### src/rtl/bcs_pkg.sv
package bcs_pkg;
   localparam int MODE_W = 10;

   typedef struct packed {
      logic       full_page;
      logic [2:0] len_m1;     // beats minus one, also the low-bit wrap mask
      logic       interleave;
      logic [2:0] lat;
      logic       wr_single;
   } mode_t;

   function automatic mode_t decode_mode(input logic [MODE_W-1:0] w,
                                         input int lat_min, input int lat_max);
      mode_t m;
      m.full_page  = 1'b0;
      m.len_m1     = 3'd0;
      unique case (w[2:0])
         3'b001:  m.len_m1 = 3'd1;
         3'b010:  m.len_m1 = 3'd3;
         3'b011:  m.len_m1 = 3'd7;
         3'b111:  begin m.full_page = 1'b1; m.len_m1 = 3'd7; end
         default: m.len_m1 = 3'd0;
      endcase
      m.interleave = w[3];
      if (int'(w[8:4]) >= lat_min && int'(w[8:4]) <= lat_max)
         m.lat = w[6:4];
      else
         m.lat = 3'(lat_min);
      m.wr_single  = w[9];
      return m;
   endfunction
endpackage

### src/rtl/bcs_mode_reg.sv
module bcs_mode_reg
   import bcs_pkg::*;
#(
   parameter int LAT_MIN = 2,
   parameter int LAT_MAX = 3
) (
   input  logic              clk,
   input  logic              rst_n,
   input  logic              load,
   input  logic [MODE_W-1:0] word,
   output mode_t             mode
);
   generate
      if (LAT_MIN < 2 || LAT_MAX > 7 || LAT_MAX < LAT_MIN) begin : g_bad_lat
         $error("bcs_mode_reg: latency range must lie within 2..7");
      end
   endgenerate

   always_ff @(posedge clk or negedge rst_n) begin
      if (!rst_n)    mode <= decode_mode('0, LAT_MIN, LAT_MAX);
      else if (load) mode <= decode_mode(word, LAT_MIN, LAT_MAX);
   end

   assert_lat_range_R2: assert property (@(posedge clk) disable iff (!rst_n)
      (int'(mode.lat) >= LAT_MIN && int'(mode.lat) <= LAT_MAX));
endmodule

### src/rtl/bcs_beat_gen.sv
module bcs_beat_gen
   import bcs_pkg::*;
#(
   parameter int COL_W = 9
) (
   input  logic             clk,
   input  logic             rst_n,
   input  mode_t            mode_i,
   input  logic             cmd_rd,
   input  logic             cmd_wr,
   input  logic [COL_W-1:0] start_col,
   input  logic             burst_stop,
   output logic [COL_W-1:0] col_addr,
   output logic             beat_valid,
   output logic             beat_is_wr,
   output logic [2:0]       beat_lat
);
   localparam int LOW_W = 3;

   generate
      if (COL_W < LOW_W + 1) begin : g_bad_width
         $error("bcs_beat_gen: COL_W must exceed the 8-beat block width");
      end
   endgenerate

   logic             active_q, wr_q, fp_q, ilv_q;
   logic [2:0]       len_m1_q, k_q, lat_q;
   logic [COL_W-1:0] start_q, page_q;
   logic             cmd_any, cmd_is_wr, force_one, last_beat;
   logic [LOW_W-1:0] low_start, low_seq, low_ilv, low_sel;

   assign cmd_any   = cmd_rd | cmd_wr;
   assign cmd_is_wr = cmd_wr & ~cmd_rd;
   assign force_one = cmd_is_wr & mode_i.wr_single;
   assign last_beat = ~fp_q & (k_q == len_m1_q);

   always_ff @(posedge clk or negedge rst_n) begin
      if (!rst_n) begin
         active_q <= 1'b0;
         wr_q     <= 1'b0;
         fp_q     <= 1'b0;
         ilv_q    <= 1'b0;
         len_m1_q <= '0;
         k_q      <= '0;
         lat_q    <= '0;
         start_q  <= '0;
         page_q   <= '0;
      end else if (cmd_any) begin
         active_q <= 1'b1;
         wr_q     <= cmd_is_wr;
         fp_q     <= mode_i.full_page & ~force_one;
         ilv_q    <= mode_i.interleave & ~mode_i.full_page;
         len_m1_q <= force_one ? 3'd0 : mode_i.len_m1;
         k_q      <= '0;
         lat_q    <= mode_i.lat;
         start_q  <= start_col;
         page_q   <= start_col;
      end else if (active_q) begin
         if (burst_stop || last_beat) begin
            active_q <= 1'b0;
         end else begin
            k_q    <= k_q + 3'd1;
            page_q <= page_q + 1'b1;
         end
      end
   end

   assign low_start = start_q[LOW_W-1:0];
   assign low_seq   = ((low_start + k_q) & len_m1_q) | (low_start & ~len_m1_q);
   assign low_ilv   = low_start ^ k_q;
   assign low_sel   = ilv_q ? low_ilv : low_seq;

   assign col_addr   = fp_q ? page_q : {start_q[COL_W-1:LOW_W], low_sel};
   assign beat_valid = active_q;
   assign beat_is_wr = wr_q;
   assign beat_lat   = lat_q;

   assert_start_needs_cmd_R3: assert property (@(posedge clk) disable iff (!rst_n)
      $rose(beat_valid) |-> $past(cmd_rd || cmd_wr));

   assert_block_fixed_R4: assert property (@(posedge clk) disable iff (!rst_n)
      (active_q && !fp_q && !cmd_any && !burst_stop && !last_beat)
      |=> (col_addr[COL_W-1:LOW_W] == $past(col_addr[COL_W-1:LOW_W])));

   assert_page_step_R6: assert property (@(posedge clk) disable iff (!rst_n)
      (active_q && fp_q && !cmd_any && !burst_stop)
      |=> (col_addr == COL_W'($past(col_addr) + 1'b1)));

   assert_stop_ends_R7: assert property (@(posedge clk) disable iff (!rst_n)
      (burst_stop && !cmd_any) |=> !beat_valid);

   assert_single_write_R11: assert property (@(posedge clk) disable iff (!rst_n)
      (cmd_wr && !cmd_rd && mode_i.wr_single)
      |=> beat_valid ##1 (!beat_valid || $past(cmd_rd || cmd_wr)));
endmodule

### src/rtl/bcs_lat_pipe.sv
module bcs_lat_pipe #(
   parameter int LAT_MIN = 2,
   parameter int LAT_MAX = 3
) (
   input  logic       clk,
   input  logic       rst_n,
   input  logic       push,
   input  logic [2:0] lat,
   output logic       dv
);
   localparam int N_LAT = LAT_MAX - LAT_MIN + 1;

   logic [N_LAT-1:0] taps;

   generate
      for (genvar i = 0; i < N_LAT; i++) begin : g_chain
         localparam int L = LAT_MIN + i;
         logic [L-2:0] sh;
         logic         in_bit;
         assign in_bit = push && (int'(lat) == L);
         if (L == 2) begin : g_one
            always_ff @(posedge clk or negedge rst_n) begin
               if (!rst_n) sh <= '0;
               else        sh <= in_bit;
            end
         end else begin : g_many
            always_ff @(posedge clk or negedge rst_n) begin
               if (!rst_n) sh <= '0;
               else        sh <= {sh[L-3:0], in_bit};
            end
         end
         assign taps[i] = sh[L-2];
      end
   endgenerate

   assign dv = |taps;

   assert_tap_single_R9: assert property (@(posedge clk) disable iff (!rst_n)
      $onehot0(taps));
endmodule

### src/rtl/burst_col_seq.sv
module burst_col_seq
   import bcs_pkg::*;
#(
   parameter int COL_W   = 9,
   parameter int LAT_MIN = 2,
   parameter int LAT_MAX = 3
) (
   input  logic              clk,
   input  logic              rst_n,
   input  logic              mode_load,
   input  logic [MODE_W-1:0] mode_word,
   input  logic              cmd_rd,
   input  logic              cmd_wr,
   input  logic [COL_W-1:0]  start_col,
   input  logic              burst_stop,
   output logic [COL_W-1:0]  col_addr,
   output logic              col_valid,
   output logic              col_is_write,
   output logic              data_valid
);
   mode_t      mode;
   logic       beat_valid, beat_is_wr, rd_dv;
   logic [2:0] beat_lat;

   bcs_mode_reg #(.LAT_MIN(LAT_MIN), .LAT_MAX(LAT_MAX)) u_mode (
      .clk(clk), .rst_n(rst_n), .load(mode_load), .word(mode_word), .mode(mode));

   bcs_beat_gen #(.COL_W(COL_W)) u_beat (
      .clk(clk), .rst_n(rst_n), .mode_i(mode), .cmd_rd(cmd_rd), .cmd_wr(cmd_wr),
      .start_col(start_col), .burst_stop(burst_stop), .col_addr(col_addr),
      .beat_valid(beat_valid), .beat_is_wr(beat_is_wr), .beat_lat(beat_lat));

   bcs_lat_pipe #(.LAT_MIN(LAT_MIN), .LAT_MAX(LAT_MAX)) u_lat (
      .clk(clk), .rst_n(rst_n), .push(beat_valid & ~beat_is_wr), .lat(beat_lat),
      .dv(rd_dv));

   assign col_valid    = beat_valid;
   assign col_is_write = beat_is_wr;
   assign data_valid   = (beat_valid & beat_is_wr) | rd_dv;

   assert_read_no_early_R9: assert property (@(posedge clk) disable iff (!rst_n)
      $rose(col_valid) && !col_is_write && !$past(col_valid) |-> !data_valid);
endmodule

### config.mk
export PLATFORM = sky130hd
export DESIGN_NAME = burst_col_seq
export DESIGN_NICKNAME = d
export VERILOG_FILES = /design/src/rtl/bcs_pkg.sv /design/src/rtl/bcs_mode_reg.sv /design/src/rtl/bcs_beat_gen.sv /design/src/rtl/bcs_lat_pipe.sv /design/src/rtl/burst_col_seq.sv
export SDC_FILE = /design/constraint.sdc
export NUM_CORES = 1
export LEC_CHECK = 0
export BUFFER_PORTS_ARGS = -buffer_cell sky130_fd_sc_hd__clkbuf_2
export CAP_MARGIN = 20
export CELL_PAD_IN_SITES_DETAIL_PLACEMENT = 1
export CELL_PAD_IN_SITES_GLOBAL_PLACEMENT = 1
export CORE_ASPECT_RATIO = 0.8
export CORE_MARGIN = 2
export CORE_UTILIZATION = 38
export DETAILED_ROUTE_END_ITERATION = 8
export MAX_ROUTING_LAYER = met4
export PLACE_DENSITY_LB_ADDON = 0.1
export SYNTH_ARGS = -nofsm -noshare
export SYNTH_HDL_FRONTEND = slang
export SYNTH_SLANG_ARGS = --single-unit
export TNS_END_PERCENT = 50
### constraint.sdc
create_clock -name clk -period 3.05 [get_ports clk]
set_clock_uncertainty 0.15 [all_clocks]
set_input_delay 0.61 -clock clk [delete_from_list [all_inputs] [get_ports clk]]
set_output_delay 0.61 -clock clk [all_outputs]
set_load 0.03 [all_outputs]
---- Word-level counts from Yosys, hierarchy flattened ----
Cells that the tools add are included.
cells by class
  eq/ne operators ......................... 8
  bitwise operators ....................... 19
  reduce and logical (&&, ||, !) cells .... 8
  add/subtract/negate cells ............... 3
  order comparisons ....................... 2
  muxes and demuxes ....................... 15
operator list
  operator                                                               count
  9-bit two-way mux                                                      4
  3-bit two-way mux                                                      6
  9-bit by 1-bit adder with 9-bit output, second input constant          1
  3-bit equality test, second input constant                             3
  3-bit one-hot mux with 3 select lines                                  1
  1-bit AND                                                              7
  3-bit AND                                                              2
  3-bit by 2-bit equality test with 1-bit output, second input constant  2
  5-bit by 2-bit >= comparator with 1-bit output, second input constant  1
  5-bit by 2-bit <= comparator with 1-bit output, second input constant  1
  1-bit NOT                                                              5
  1-bit two-way mux                                                      4
  2-bit OR reduction                                                     2
  3-bit by 1-bit adder with 3-bit output, second input constant          1
  3-bit adder                                                            1
  3-bit by 1-bit equality test with 1-bit output, second input constant  1
  3-bit equality test                                                    1
  1-bit logical AND                                                      3
  3-bit NOT                                                              1
  3-bit bitwise OR                                                       1
  3-bit bitwise XOR                                                      1
  2-bit by 1-bit != test with 1-bit output, second input constant        1
  1-bit bitwise OR                                                       2
  2-bit AND reduction                                                    1
  other kinds (2)                                                        2
storage, ports and cells
  output and inout bits ................... 12
  register bits after elaboration ......... 43
  input bits .............................. 25

---- Longest topological paths before layout ----
  word-level depth ........................ 6
  mapped depth ............................ 6
  depth with buffers taken out ............ 6

---- Modules after synthesis ----
From an unflattened synthesis, not the netlist that was laid out.
unflattened totals
  cell total of the unflattened synthesis .. 210
  area, all modules ....................... 2137.0 um^2
by module, submodules not included
  module         area each (um^2)  seq. area each (um^2)  cells each  instances
  bcs_beat_gen   1635.3            775.7                  173         1
  bcs_mode_reg   382.9             226.5                  29          1
  bcs_lat_pipe   105.1             75.1                   6           1
  burst_col_seq  13.8              0.0                    2           1

---- Worst setup path after synthesis ----
Ideal clock, no wire load.
  path kind ............................... register to output
  start point ............................. register u_beat.k_q[0]
  end point ............................... output col_addr[2]
  cell stages (with the launch flop) ...... 7
  data arrival time ....................... 2049 ps
  required time ........................... 2290 ps
  path buffers ............................ 0
  setup slack ............................. 241 ps
  cells stage by stage .................... dfrtp_1 -> ha_1 -> fa_1 -> nor2b_1 -> o21a_1 -> nor3_1 -> o31ai_1
on the way
  word-level cells in the longest chain between the ends .. 5
RTL lines
  what                    line                 RTL
  from (decl)             bcs_beat_gen.sv:27   logic [2:0] len_m1_q, k_q, lat_q;
  from (signal assigned)  bcs_beat_gen.sv:62   k_q <= k_q + 3'd1;
  3-bit adder             bcs_beat_gen.sv:69   assign low_seq = ((low_start + k_q) & len_m1_q) | (low_start & ~len_m1_q);
  3-bit AND               bcs_beat_gen.sv:69
  3-bit bitwise OR        bcs_beat_gen.sv:69
  3-bit two-way mux       bcs_beat_gen.sv:71   assign low_sel = ilv_q ? low_ilv : low_seq;
  9-bit two-way mux       bcs_beat_gen.sv:73   assign col_addr = fp_q ? page_q : {start_q[COL_W-1:LOW_W], low_sel};
  to (decl)               burst_col_seq.sv:16  output logic [COL_W-1:0] col_addr,
No other way between the ends.

---- Worst setup path in the final report ----
Same ends and word-level chain as after synthesis.

==> impl_results.md <==
- Peak VDD IR: 0.2320 mV
- Metal3 WL: 154 um
- GRT Util Overall: 17.91%
- CP top delay family: adder cells
- M1 WL: 2385 um
- Routability cong.: 0.7461
- First-pass GRT wire length: 8238 um
- Post-CTS setup repair buffer count: 0
- Metal2 WL: 2106 um
- RSZ-0062 raised after global routing: false
- Fraction of layout cells with a size suffix above 1: 24.69%
- Deepest level of the CTS H-tree: 2
- Final period utilization: 94.48%
- Max cap viols: 0
- Die area: 6052 sq um
- Inserted Clock Buffers: 5
- PwrDens: 521.8 nW/um^2
- Yosys synthesis warning count: 0
- Worst-skew pair later-pin latency: 0.30 ns
- EDFF count, synth: 0
- Slew @ Worst Pin: 0.6673 ns
- Synthesized area per cell: 10.09 sq um
- DP Area: 2305 sq um
- # resized after CTS: 0
- Number of hold buffers added after CTS: 0
- Mapped cell area: 2068 sq um
- Hold Path Class: in2async
- Synth-to-Final Area Change: 15.37%
- Slowest cell on the critical path: dfrtp_1
- Main synth FF type: dfrtp_1
- Highest Signal Layer: met4
- Clk buf depth: 2
- CP peak stage delay: 0.45 ns
- First-pass DRT Iterations: 4
- Asr flop ratio synth: 100.0%
- Post-DP HPWL: 3286 um
- CP Data Required Time: 2.29 ns
- Vias in the first global route: 1650
- TNS Setup: 0 ns
- PnR worst setup slack: 0.1684 ns
- Initial antenna violation count: 0
- Die Wd: 86.48 um
- Number of diodes: 0
- Drt drc: 0
- Syn Inst Count: 205
- Final Cell Area: 2386 sq um
- Startpoint types: flop
- Largest net degree at the start of global routing: 31
- Crit path buffers/inverters: 1
- Top cell type's share of synthesized area: 50.82%
- CTS tree: done
- Core ar.: 5122 sq um
- Max_slew headroom: 55.51%
- CTS clk-pin slew, worst paths: 0.08 ns
- Placed cells: 297
- Kind of critical path: reg2out
- Final hold violation count: 0
- Via count: 1616
- Pins Over Slew Limit: 0
- Critical Path Fanout Max: 4
- Clock Root Buffer: clkbuf_8
- FF+latch count, synth: 43
- Min cycle time layout: 2.882 ns
- Unique masters post-synth: 40
- CTS sink count: 43
- IO Port Bufs: 36
- Post-synthesis sequential area ratio: 52.09%
- Final #Nets: 272
- Max Freq: 0.3470 GHz
- Post-Route WL: 4717 um
- Largest cells by area after synthesis: dfrtp_1 51%, nand2_1 8.5%, mux2_2 4.9%
- WP data arrival: 2.12 ns
- Total gr overflow: 0
- Vias per cell: 5.298
- Cells along the critical path: ha_1 > fa_1 > nor2b_1 > o21a_1 > nor3_1 > o31ai_1 > buf_2
- Routed len/inst: 15.47 um
- Syn_nets: 235
- DR iter-0 viols: 80
- Num ports: 37
- Setup violations, final: 0
- Worst Setup End Kind: output pin
- Cell taking the most area after synthesis: dfrtp_1
- Status: completed
- Die height: 69.99 um
- Fillers: 612
- Starting Density: 40.38%
- Post-route ant nets: 0
- Place WS: 0.5049 ns
- Final core occ: 46.58%
- Post-route insts no fill: 305
- Cell Rows: 23
- Static Leak: 1.157 nW
-- registers in the layout, indices dropped and copies added, names as in the netlist --
| register | cells |
|---|---|
| u_beat.beat_is_wr | 1 |
| u_beat.beat_lat | 3 |
| u_beat.beat_valid | 1 |
| u_beat.fp_q | 1 |
| u_beat.ilv_q | 1 |
| u_beat.k_q | 3 |
| u_beat.len_m1_q | 3 |
| u_beat.page_q | 9 |
| u_beat.start_q | 9 |
| u_lat.g_chain.sh | 3 |
| u_mode.mode | 9 |
-- layer usage --
metal / GRT usage [%] / vias up
met5: - / -
met4: 6.250 / 0
met3: 3.901 / 8
met2: 25.38 / 25
met1: 25.28 / 795
li1: - / 788
-- cells in the mapped netlist, types with 4 or more instances --
library cell,number
clkbuf_1,6
xor2_1,5
nor2_1,11
a22o_1,4
a31oi_1,4
inv_1,7
ha_1,4
or4_1,4
mux2i_1,4
nand3_1,6
mux2_2,9
nand2_1,47
or3_1,4
dfrtp_1,42
o21ai_0,9
-- where the power goes --
group	total [mW]	switching, mW	internal [mW]
clock network	0.356	0.196	0.161
logic	0.231	0.142	0.0885
registers	0.658	0.0469	0.611
-- final cells by class --
class	count	area (sq um)	area share, %
Clock inverter	1	5.005	0.2098
Inverter	7	26.28	1.101
Multi-Input combinational cell	146	920.9	38.59
Sequential cell	43	1077	45.15
Tap cell	62	77.57	3.251
Timing Repair Buffer	39	202.7	8.495
Clock buffer	7	76.32	3.199
-- cells by family after synthesis --
family,share of synthesized area (%)
buffers and inverters,4.053
DFF,52.09
and+or+nand+nor,18.88
muxes,6.836
xor gates and xnor gates,2.117
AOI/OAI and AO/OA,12.16
adders and majority gates,3.872
-- path summary, 6_finish.rpt --
path | start | end | slack (ns) | cells past startpoint
max | u_beat.k_q[0]$_DFFE_PN0P_ | col_addr[2] | 0.17 | 7
min | rst_n | u_beat.start_q[2]$_DFFE_PN0P_ | 0.1 | 1
max reg2reg | u_beat.fp_q$_DFFE_PN0P_ | u_beat.page_q[7]$_DFFE_PN0P_ | 0.94 | 4
min reg2reg | u_lat.g_chain[1].sh[0]$_DFF_PN0_ | u_lat.g_chain[1].sh[1]$_DFF_PN0_ | 0.21 | 0
max in group asynchronous | rst_n | u_mode.mode[2]$_DFFE_PN1P_ | 1.90 | 2
min in group clk | u_lat.g_chain[1].sh[0]$_DFF_PN0_ | u_lat.g_chain[1].sh[1]$_DFF_PN0_ | 0.21 | 0
-- layout by cell type (no fill, tap or decap), drive strengths merged, types with 2 or more instances in the layout --
cell type,Yosys,layout
nor4,2,2
a21o,2,2
o21ai,12,12
clkbuf,6,42
or3,4,4
mux2,9,9
nor2,11,11
o211ai,3,3
o31ai,3,3
mux2i,4,4
a21oi,2,2
buf,3,4
xor2,5,5
nand3,6,6
or4,4,4
a22o,4,4
dfrtp,42,42
nand2,47,47
inv,7,7
nor2b,3,3
nand4,2,2
ha,4,4
or2,3,3
a31oi,4,4
o21a,2,2
nor3,2,2
-- metrics by stage --
| step | hold slack, ns | power, mW |
|---|---|---|
| 2_1_floorplan | 0.1644 | 0.8194 |
| 3_3_place_gp | 0.1860 | 0.8978 |
| 3_5_place_dp | 0.1997 | 0.9029 |
| 4_1_cts | 0.1105 | 1.265 |
| 5_1_grt | 0.1343 | 1.321 |
| 6_report | 0.09807 | 1.245 |
Note: power is estimated with default switching activity, not from simulation.
